[config.mk]
export PLATFORM = sky130hd
export DESIGN_NAME = sram_async_ctrl
export DESIGN_NICKNAME = d
export VERILOG_FILES = /design/src/rtl/sram_ctrl_pkg.sv /design/src/rtl/sram_seq.sv /design/src/rtl/sram_lane.sv /design/src/rtl/sram_async_ctrl.sv
export SDC_FILE = /design/constraint.sdc
export NUM_CORES = 1
export LEC_CHECK = 0
export BUFFER_PORTS_ARGS = -buffer_cell sky130_fd_sc_hd__buf_2
export CORE_MARGIN = 5
export CORE_UTILIZATION = 49
export CTS_CLUSTER_SIZE = 25
export DETAILED_ROUTE_END_ITERATION = 6
export PLACE_DENSITY_LB_ADDON = 0.12
export SKIP_LAST_GASP = 1
export SYNTH_ARGS = -nofsm -noshare
export SYNTH_HDL_FRONTEND = slang
export SYNTH_SLANG_ARGS = --single-unit
[constraint.sdc]
create_clock -name clk -period 3.87 [get_ports clk]
set_clock_uncertainty 0.05 [all_clocks]
set_input_delay 0.1935 -clock clk [delete_from_list [all_inputs] [get_ports clk]]
set_output_delay 0.1935 -clock clk [all_outputs]
set_load 0.01 [all_outputs]
[src/rtl/sram_ctrl_pkg.sv]
package sram_ctrl_pkg;
  localparam int unsigned WORD_W = 16;
  localparam int unsigned LANE_W = 8;
  localparam int unsigned LANES  = WORD_W / LANE_W;

  typedef enum logic [2:0] {
    ST_IDLE,
    ST_TURN,
    ST_READ,
    ST_WRITE,
    ST_RECOV
  } seq_state_e;
endpackage

[src/rtl/sram_seq.sv]
module sram_seq
  import sram_ctrl_pkg::*;
#(
  parameter int unsigned ADDR_W    = 16,
  parameter int unsigned RD_CLKS   = 2,
  parameter int unsigned WR_CLKS   = 2,
  parameter int unsigned REC_CLKS  = 1
) (
  input  logic              clk,
  input  logic              rst_n,
  input  logic              req_valid,
  input  logic              req_we,
  input  logic [ADDR_W-1:0] req_addr,
  output logic              req_ready,
  output logic              accept,
  output logic              capture,
  output logic              rsp_valid,
  output logic [ADDR_W-1:0] mem_addr,
  output logic              mem_cs_n,
  output logic              mem_we_n,
  output logic              mem_oe_n,
  output logic              drive_en
);
  localparam int unsigned MAX_CLKS = (RD_CLKS > WR_CLKS) ?
                                     ((RD_CLKS > REC_CLKS) ? RD_CLKS : REC_CLKS) :
                                     ((WR_CLKS > REC_CLKS) ? WR_CLKS : REC_CLKS);
  localparam int unsigned CNT_W = $clog2(MAX_CLKS + 1);

  seq_state_e        state, state_nxt;
  logic [CNT_W-1:0]  cnt, cnt_nxt;
  logic              rd_last;
  logic              done_nxt;

  assign req_ready = (state == ST_IDLE);
  assign accept    = req_valid && req_ready;
  assign capture   = (state == ST_READ) && (cnt == CNT_W'(RD_CLKS - 1));

  always_comb begin
    state_nxt = state;
    cnt_nxt   = cnt;
    done_nxt  = 1'b0;
    case (state)
      ST_IDLE: begin
        cnt_nxt = '0;
        if (accept) begin
          if (!req_we)     state_nxt = ST_READ;
          else if (rd_last) state_nxt = ST_TURN;
          else             state_nxt = ST_WRITE;
        end
      end
      ST_TURN: begin
        state_nxt = ST_WRITE;
        cnt_nxt   = '0;
      end
      ST_READ: begin
        if (cnt == CNT_W'(RD_CLKS - 1)) begin
          state_nxt = ST_IDLE;
          cnt_nxt   = '0;
          done_nxt  = 1'b1;
        end else begin
          cnt_nxt = cnt + 1'b1;
        end
      end
      ST_WRITE: begin
        if (cnt == CNT_W'(WR_CLKS - 1)) begin
          state_nxt = ST_RECOV;
          cnt_nxt   = '0;
        end else begin
          cnt_nxt = cnt + 1'b1;
        end
      end
      ST_RECOV: begin
        if (cnt == CNT_W'(REC_CLKS - 1)) begin
          state_nxt = ST_IDLE;
          cnt_nxt   = '0;
          done_nxt  = 1'b1;
        end else begin
          cnt_nxt = cnt + 1'b1;
        end
      end
      default: begin
        state_nxt = ST_IDLE;
        cnt_nxt   = '0;
      end
    endcase
  end

  always_ff @(posedge clk) begin
    if (!rst_n) begin
      state     <= ST_IDLE;
      cnt       <= '0;
      rd_last   <= 1'b0;
      rsp_valid <= 1'b0;
      mem_addr  <= '0;
      mem_cs_n  <= 1'b1;
      mem_we_n  <= 1'b1;
      mem_oe_n  <= 1'b1;
      drive_en  <= 1'b0;
    end else begin
      state     <= state_nxt;
      cnt       <= cnt_nxt;
      rsp_valid <= done_nxt;
      if (accept) mem_addr <= req_addr;
      if (capture) rd_last <= 1'b1;
      else if (state == ST_RECOV && done_nxt) rd_last <= 1'b0;
      mem_cs_n <= !(state_nxt == ST_READ || state_nxt == ST_WRITE);
      mem_we_n <= !(state_nxt == ST_WRITE);
      mem_oe_n <= !(state_nxt == ST_READ);
      drive_en <= (state_nxt == ST_WRITE) || (state_nxt == ST_RECOV);
    end
  end

  // write enable only inside chip select, output enable off during writes
  assert_we_inside_cs_R7: assert property (@(posedge clk) disable iff (!rst_n)
    !mem_we_n |-> (!mem_cs_n && mem_oe_n));

  // no driver while the memory outputs may be on
  assert_no_contention_R6: assert property (@(posedge clk) disable iff (!rst_n)
    drive_en |-> mem_oe_n);

  // address frozen while selected
  assert_addr_hold_R7: assert property (@(posedge clk) disable iff (!rst_n)
    (!mem_cs_n && $past(!mem_cs_n)) |-> $stable(mem_addr));

  // completion is a single-clock pulse
  assert_rsp_pulse_R2: assert property (@(posedge clk) disable iff (!rst_n)
    rsp_valid |=> !rsp_valid);

  // ready only while the bus is deselected
  assert_ready_idle_R2: assert property (@(posedge clk) disable iff (!rst_n)
    req_ready |-> (mem_cs_n && !drive_en));

  // a driven write is followed by a driven recovery clock, not by a read
  assert_recov_after_write_R6: assert property (@(posedge clk) disable iff (!rst_n)
    $rose(mem_we_n) && drive_en |-> mem_cs_n);

  generate
    if (WR_CLKS >= 2) begin : g_we_width
      // write pulse spans at least two clocks
      assert_we_width_R5: assert property (@(posedge clk) disable iff (!rst_n)
        $fell(mem_we_n) |=> !mem_we_n);
    end
  endgenerate
endmodule

[src/rtl/sram_lane.sv]
module sram_lane
  import sram_ctrl_pkg::*;
(
  input  logic              clk,
  input  logic              rst_n,
  input  logic              accept,
  input  logic              lane_en,
  input  logic [LANE_W-1:0] wdata_in,
  input  logic              capture,
  input  logic [LANE_W-1:0] bus_in,
  output logic              strobe_n,
  output logic [LANE_W-1:0] wdata_out,
  output logic [LANE_W-1:0] rdata
);
  always_ff @(posedge clk) begin
    if (!rst_n) begin
      strobe_n  <= 1'b1;
      wdata_out <= '0;
      rdata     <= '0;
    end else begin
      if (accept) begin
        strobe_n  <= !lane_en;
        wdata_out <= wdata_in;
      end
      if (capture) rdata <= strobe_n ? '0 : bus_in;
    end
  end
endmodule

[src/rtl/sram_async_ctrl.sv]
module sram_async_ctrl
  import sram_ctrl_pkg::*;
#(
  parameter int unsigned ADDR_W   = 16,
  parameter int unsigned RD_CLKS  = 2,
  parameter int unsigned WR_CLKS  = 2,
  parameter int unsigned REC_CLKS = 1
) (
  input  logic              clk,
  input  logic              rst_n,
  input  logic              req_valid,
  output logic              req_ready,
  input  logic              req_we,
  input  logic [ADDR_W-1:0] req_addr,
  input  logic [WORD_W-1:0] req_wdata,
  input  logic [LANES-1:0]  req_be,
  output logic              rsp_valid,
  output logic [WORD_W-1:0] rsp_rdata,
  output logic [ADDR_W-1:0] mem_addr,
  output logic              mem_cs_n,
  output logic              mem_we_n,
  output logic              mem_oe_n,
  output logic              mem_lb_n,
  output logic              mem_ub_n,
  output logic [WORD_W-1:0] mem_dq_out,
  output logic              mem_dq_en,
  input  logic [WORD_W-1:0] mem_dq_in
);
  logic             accept;
  logic             capture;
  logic [LANES-1:0] lane_n;

  sram_seq #(
    .ADDR_W   (ADDR_W),
    .RD_CLKS  (RD_CLKS),
    .WR_CLKS  (WR_CLKS),
    .REC_CLKS (REC_CLKS)
  ) i_seq (
    .clk       (clk),
    .rst_n     (rst_n),
    .req_valid (req_valid),
    .req_we    (req_we),
    .req_addr  (req_addr),
    .req_ready (req_ready),
    .accept    (accept),
    .capture   (capture),
    .rsp_valid (rsp_valid),
    .mem_addr  (mem_addr),
    .mem_cs_n  (mem_cs_n),
    .mem_we_n  (mem_we_n),
    .mem_oe_n  (mem_oe_n),
    .drive_en  (mem_dq_en)
  );

  generate
    for (genvar g = 0; g < LANES; g++) begin : g_lane
      sram_lane i_lane (
        .clk       (clk),
        .rst_n     (rst_n),
        .accept    (accept),
        .lane_en   (req_be[g]),
        .wdata_in  (req_wdata[g*LANE_W +: LANE_W]),
        .capture   (capture),
        .bus_in    (mem_dq_in[g*LANE_W +: LANE_W]),
        .strobe_n  (lane_n[g]),
        .wdata_out (mem_dq_out[g*LANE_W +: LANE_W]),
        .rdata     (rsp_rdata[g*LANE_W +: LANE_W])
      );
    end
  endgenerate

  assign mem_lb_n = lane_n[0];
  assign mem_ub_n = lane_n[1];

  // byte strobes frozen while the chip is selected
  assert_lane_hold_R4: assert property (@(posedge clk) disable iff (!rst_n)
    (!mem_cs_n && $past(!mem_cs_n)) |-> ($stable(mem_lb_n) && $stable(mem_ub_n)));

  // write data frozen while the driver is on
  assert_data_hold_R7: assert property (@(posedge clk) disable iff (!rst_n)
    (mem_dq_en && $past(mem_dq_en)) |-> $stable(mem_dq_out));
endmodule

# == After elaboration in Yosys (flattened, before gate mapping) ==
# Index checks and enable logic that the tools add are counted.
# word_totals
wordCells,55
memories,0
ramBits,0
regBits,61
in_bits,54
latch_bits,0
output_inout_bits,56
romBits,0
# classes
order_cmp,0
bitwise,0
muxes,17
addsub,1
eq_ne,8
mul,0
reduce_logical,14
n_shift,0
div,0
# op_table
operator,n
$mux W8,2
$mux W3,5
$pmux W3 S5,1
$eq A3 B2 Y1 const B,4
$eq A3 B3 Y1 const B,2
$mux W2,3
$logic_not A1 Y1,5
$mux W1,4
$pmux W2 S2,1
$eq A3 B1 Y1 const B,1
$logic_and A1 B1 Y1,3
$logic_not A3 Y1,1
$add A2 B1 Y2 const B,1
$eq A2 B1 Y1 const B,1
$logic_not A2 Y1,1
$logic_or A1 B1 Y1,2
$pmux W1 S2,1
$reduce_bool A2 Y1,1
$reduce_or A2 Y1,1

# == Longest topological paths before layout ==
# depth
word_depth,7
mapped_depth,7
ltp_nobuf,5

# == By module ==
# A second synthesis with hierarchy kept.
# hier_totals
cells_unflattened,252
hier_area_um2,2524.9
# by_module_without_submodules
module,instances,area_each_um2,cells_per_inst
sram_lane,2,678.2,65
sram_seq,1,1168.6,122

# == Worst setup path after synthesis ==
# Ideal clock, no wire load.
# synth_timing
kind,register -> register
from,reg i_seq.cnt[1]
to,reg g_lane[1].i_lane.rdata[6]
arrival_time_ns,1.408
stages_incl_launch_ff,8
setup_slack_ns,2.342
t_required_ns,3.749
path_buffers,2
synth_period_minus_slack_ns,1.528
path_cell_list,dfxtp_1 inv_1 ha_1 nor4bb_1 buf_2 buf_2 nand3b_1 a21oi_1
# synth_between
elab_chain_len,2
# synth_rtl
element,line_no,rtl
"start, declared",sram_seq.sv:30,"logic [CNT_W-1:0] cnt, cnt_nxt;"
"start signal, assigned",sram_seq.sv:101,cnt <= cnt_nxt;
$eq A2 B1 Y1,sram_seq.sv:36,assign capture = (state == ST_READ) && (cnt == CNT_W'(RD_CLKS - 1));
$logic_and A1 B1 Y1,sram_seq.sv:36,
"end signal, assigned",sram_lane.sv:25,if (capture) rdata <= strobe_n ? '0 : bus_in;
"end, declared",sram_lane.sv:13,output logic [LANE_W-1:0] rdata
# No other way between the ends.
# A chain may end at the register's enable or synchronous reset.

# == Final worst setup path ==
# layout_timing
from,reg i_seq.state[2]
to,reg g_lane[1].i_lane.strobe_n
# layout_between
elab_chain_len,2
# layout_rtl
element,line_no,rtl
"start, declared",sram_seq.sv:29,"seq_state_e state, state_nxt;"
"start signal, assigned",sram_seq.sv:100,state <= state_nxt;
$logic_not A3 Y1,sram_seq.sv:34,assign req_ready = (state == ST_IDLE);
$logic_and A1 B1 Y1,sram_seq.sv:35,assign accept = req_valid && req_ready;
"end signal, assigned",sram_lane.sv:22,strobe_n <= !lane_en;
"end, declared",sram_lane.sv:11,"output logic strobe_n,"
# No other way between the ends.

==> tab_implementation.tex <==
\begin{tabular}{lr}
\hline
Metric & Value \\
\hline
\multicolumn{2}{l}{\textbf{Run status}} \\
\quad Outcome & finished, final reports clean \\
\multicolumn{2}{l}{\textbf{Floorplan}} \\
\quad Core region area & 0.00466 mm\^{}2 \\
\quad Full die area & 0.00620 mm\^{}2 \\
\quad Number of top-level pins & 110 \\
\quad Chip Width & 78.8 um \\
\quad Starting Density & 0.497 \\
\quad Vertical die dimension & 78.8 um \\
\quad Site Rows & 25 \\
\multicolumn{2}{l}{\textbf{STA}} \\
\quad Measured slew at the worst slew-check pin & 1.16 ns \\
\quad Final count of negative-setup-slack endpoints & 0 \\
\quad Highest achievable clock rate & 474 MHz \\
\quad Slew HR & 0.230 \\
\quad RSZ-0062 raised after global routing & no \\
\quad Final count of pins violating max slew & 0 \\
\quad Minimum hold slack & 0.0409 ns \\
\quad Clock period minus final worst setup slack & 2.11 ns \\
\quad Count of endpoints failing hold in the final timing report & 0 \\
\quad Portion of the clock cycle consumed by the worst path in the final layout & 0.545 \\
\quad Sum of negative setup slack & 0 ns \\
\multicolumn{2}{l}{\textbf{Clocking}} \\
\quad Clock buffer count from CTS & 9 \\
\quad Setup bufs post-CTS & 0 \\
\quad Number of resized instances in the post-cts repair step & 0 \\
\quad Clock transition at path regs & 0.07 ns \\
\quad Clock Latency Late Sink & 0.32 ns \\
\quad Number of sinks on the clock net & 61 \\
\quad Number of buffers added to fix hold violations after cts & 0 \\
\quad Clock tree root buffer cell & sky130\_fd\_sc\_hd\_\_clkbuf\_8 \\
\quad H-tree depth reported by CTS & 3 \\
\quad Clock tree from TritonCTS & done \\
\quad Clock tree buffer depth & 2 \\
\multicolumn{2}{l}{\textbf{GRT}} \\
\quad Remaining Overflow, GRT & 0 \\
\quad Vias in the first global route & 2026 \\
\quad GRT Overall Usage & 0.188 \\
\quad Antenna violations before repair & 0 \\
\quad Pin count of the biggest net entering global routing & 56 \\
\quad First-pass GRT wire length & 9320 um \\
\multicolumn{2}{l}{\textbf{Logic synthesis}} \\
\quad Count of cell types in the netlist & 30 \\
\quad Portion of the post-synthesis area used by sequential elements & 0.527 \\
\quad Top FF cell, synth & sky130\_fd\_sc\_hd\_\_dfxtp\_1 \\
\quad Average footprint of a synthesized cell & 8.58 um\^{}2 \\
\quad Yosys synthesis warning count & 0 \\
\quad Combined area of all synthesized cells & 0.00232 mm\^{}2 \\
\quad Synth Net Count & 328 \\
\quad Count of mapped cells out of synthesis & 270 \\
\quad Number of enable flip-flop cells after synthesis & 0 \\
\quad Yosys reg bits & 61 \\
\quad Share of async-settable or async-resettable flops after synthesis & 0 \\
\multicolumn{2}{l}{\textbf{Placement}} \\
\quad Dpl cell area & 0.00284 mm\^{}2 \\
\quad GPL Wtd Cong & 0.778 \\
\quad Total of buffers placed on input and output ports & 109 \\
\quad HPWL reported at the end of detailed placement & 3990 um \\
\multicolumn{2}{l}{\textbf{Routing}} \\
\quad Post-DRT Antenna Nets & 0 \\
\quad Overall via count from detail\_route & 2167 \\
\quad Final WL & 5810 um \\
\quad Drt via density & 5.02 \\
\quad Routed len/inst & 13.4 um \\
\quad TritonRoute pass-1 iters & 4 \\
\quad DRC violation total after the first TritonRoute iteration & 87 \\
\quad Residual DRC count & 0 \\
\multicolumn{2}{l}{\textbf{Final layout}} \\
\quad Number of diodes added for antenna fixing & 0 \\
\quad Syn-to-layout area delta & 33.0\% \\
\quad Final core utilization & 0.661 \\
\quad Final nets & 431 \\
\quad Area taken by multi-input logic gates & 980 um\^{}2 \\
\quad Fraction of layout cells with a size suffix above 1 & 0.344 \\
\quad Fill cell instance count of the final layout & 437 \\
\quad Sequential cell area & 0.00122 mm\^{}2 \\
\quad Design Area, Final & 0.00308 mm\^{}2 \\
\multicolumn{2}{l}{\textbf{Pwr}} \\
\quad Power consumption & 1.62 mW \\
\quad Total power per unit cell area & 525 mW/mm\^{}2 \\
\quad Max VDD drop & 0.294 mV \\
\quad Fraction of power spent switching nets & 0.248 \\
\quad Internal & 1.22 mW \\
\quad Combinational Power Share & 0.142 \\
\quad Leakage & 1.40 nW \\
\quad Part of the total power dissipated in the clock network & 0.422 \\
\quad Sw power & 0.402 mW \\
\quad Share of power burned in registers & 0.435 \\
\multicolumn{2}{l}{\textbf{Min path}} \\
\quad Hold crit path type & input pin to register \\
\multicolumn{2}{l}{\textbf{Critical path}} \\
\quad Data arrival, critical path & 2.22 ns \\
\quad Worst-path cell with the longest stage delay & sky130\_fd\_sc\_hd\_\_or4b\_1 \\
\quad Req. time, crit path & 3.98 ns \\
\quad Worst-path fanout max & 36 \\
\quad Largest stage delay on the critical path & 1.09 ns \\
\quad Critical path, cell by cell & or4b\_1 -> nand2\_1 -> o211ai\_1 \\
\quad Type of element capturing the critical path & register \\
\quad Startpoint kind of the worst setup timing path & register \\
\quad Critical path start-end classification & register to register \\
\multicolumn{2}{l}{\textbf{Job}} \\
\quad Max capacitance violation total & 0 \\
\hline
\end{tabular}
layout by cell type, fill, tap and decap left out, types with 2 or more instances in the layout:
cell and instances:
sky130_fd_sc_hd__a21boi_0 2, sky130_fd_sc_hd__a21oi_1 50, sky130_fd_sc_hd__a31oi_1 2, sky130_fd_sc_hd__a32oi_1 3, sky130_fd_sc_hd__buf_2 109, sky130_fd_sc_hd__buf_4 2, sky130_fd_sc_hd__bufinv_16 3, sky130_fd_sc_hd__clkbuf_1 2
sky130_fd_sc_hd__clkbuf_8 10, sky130_fd_sc_hd__dfxtp_1 61, sky130_fd_sc_hd__ha_1 4, sky130_fd_sc_hd__inv_1 2, sky130_fd_sc_hd__nand2_1 84, sky130_fd_sc_hd__nand3_1 2, sky130_fd_sc_hd__nand3b_1 16, sky130_fd_sc_hd__nor2_1 8
sky130_fd_sc_hd__o211ai_1 2, sky130_fd_sc_hd__or2_2 2
final cells by class:
| type | count | area share |
|---|---|---|
| flip-flops and latches | 61 | 0.396 |
| clock inverters | 4 | 0.0309 |
| clock buffers | 12 | 0.0471 |
| well taps | 54 | 0.0219 |
| repair buffers | 111 | 0.182 |
| inverters | 3 | 0.00366 |
| multi-input cells | 187 | 0.318 |
stage by stage:
| step | cells | setup WS (ns) |
|---|---|---|
| after floorplan | 270 | 2.34 |
| after global placement | 416 | 1.78 |
| after detailed placement | 416 | 1.75 |
| after CTS | 432 | 1.73 |
| after global routing | 432 | 1.55 |
| final | 432 | 1.76 |
critical path: cells and delay by family (launching register included):
family	cells	cell delay [ns]
flops	1	0.46
compound gates	1	0.10
simple gates	2	1.33
power groups by stage:
stage          combinational [mW]  clock [mW]  sequential (mW)
2_1_floorplan               0.138           0            0.727
3_3_place_gp                0.230           0            0.717
3_5_place_dp                0.233           0            0.718
4_1_cts                     0.234       0.690            0.704
5_1_grt                     0.256       0.723            0.711
6_report                    0.230       0.683            0.704
synthesized netlist by cell type, drive strengths merged, types with 2 or more instances:
master / number / area [um^2]
nand2: 84 / 315
dfxtp: 61 / 1220
a21oi: 50 / 250
nand3b: 16 / 120
buf: 12 / 83.8
nor2: 8 / 30.0
clkbuf: 7 / 26.3
ha: 4 / 50.1
a32oi: 3 / 26.3
inv: 3 / 11.3
a21boi: 2 / 15.0
a31oi: 2 / 12.5
nand3: 2 / 10.0
nor4b: 2 / 32.5
o211ai: 2 / 15.0
or2: 2 / 12.5
kinds of logic (layout without fill, tap and decap cells):
kind of cell / count (synthesis) / count (layout) / synth area share
DFF: 61 / 61 / 0.527
AOI/OAI and AO/OA: 64 / 64 / 0.154
adders and majority gates: 4 / 4 / 0.0216
and+or+nand+nor: 119 / 119 / 0.245
buffers and inverters: 22 / 130 / 0.0524
per-layer routing:
layer	global-route usage	wire, um	vias to the layer above
met4	0.0909	140	0
met3	0.0567	481	14
li1	-	-	1110
met5	0	0	-
met2	0.295	2570	83
met1	0.236	2610	960
registers in the layout (all words and copies together) (netlist names):
signal,count
g_lane.i_lane.wdata_out,16
i_seq.cnt,2
i_seq.rd_last,1
i_seq.mem_cs_n,1
i_seq.mem_addr,16
i_seq.state,3
i_seq.rsp_valid,1
g_lane.i_lane.rdata,16
i_seq.mem_oe_n,1
i_seq.drive_en,1
g_lane.i_lane.strobe_n,2
i_seq.mem_we_n,1
final timing paths:
kind,to,start,slack (ns),cells past startpoint
setup / recovery,g_lane[1].i_lane.strobe_n,i_seq.state[2],1.76,3
hold reg to reg,g_lane[1].i_lane.wdata_out[5],g_lane[1].i_lane.wdata_out[5],0.40,2
hold / removal,g_lane[0].i_lane.strobe_n,req_be[0],0.04,2
setup reg to reg,g_lane[1].i_lane.strobe_n,i_seq.state[2],1.76,3
Power figures use the tool's default switching activity.
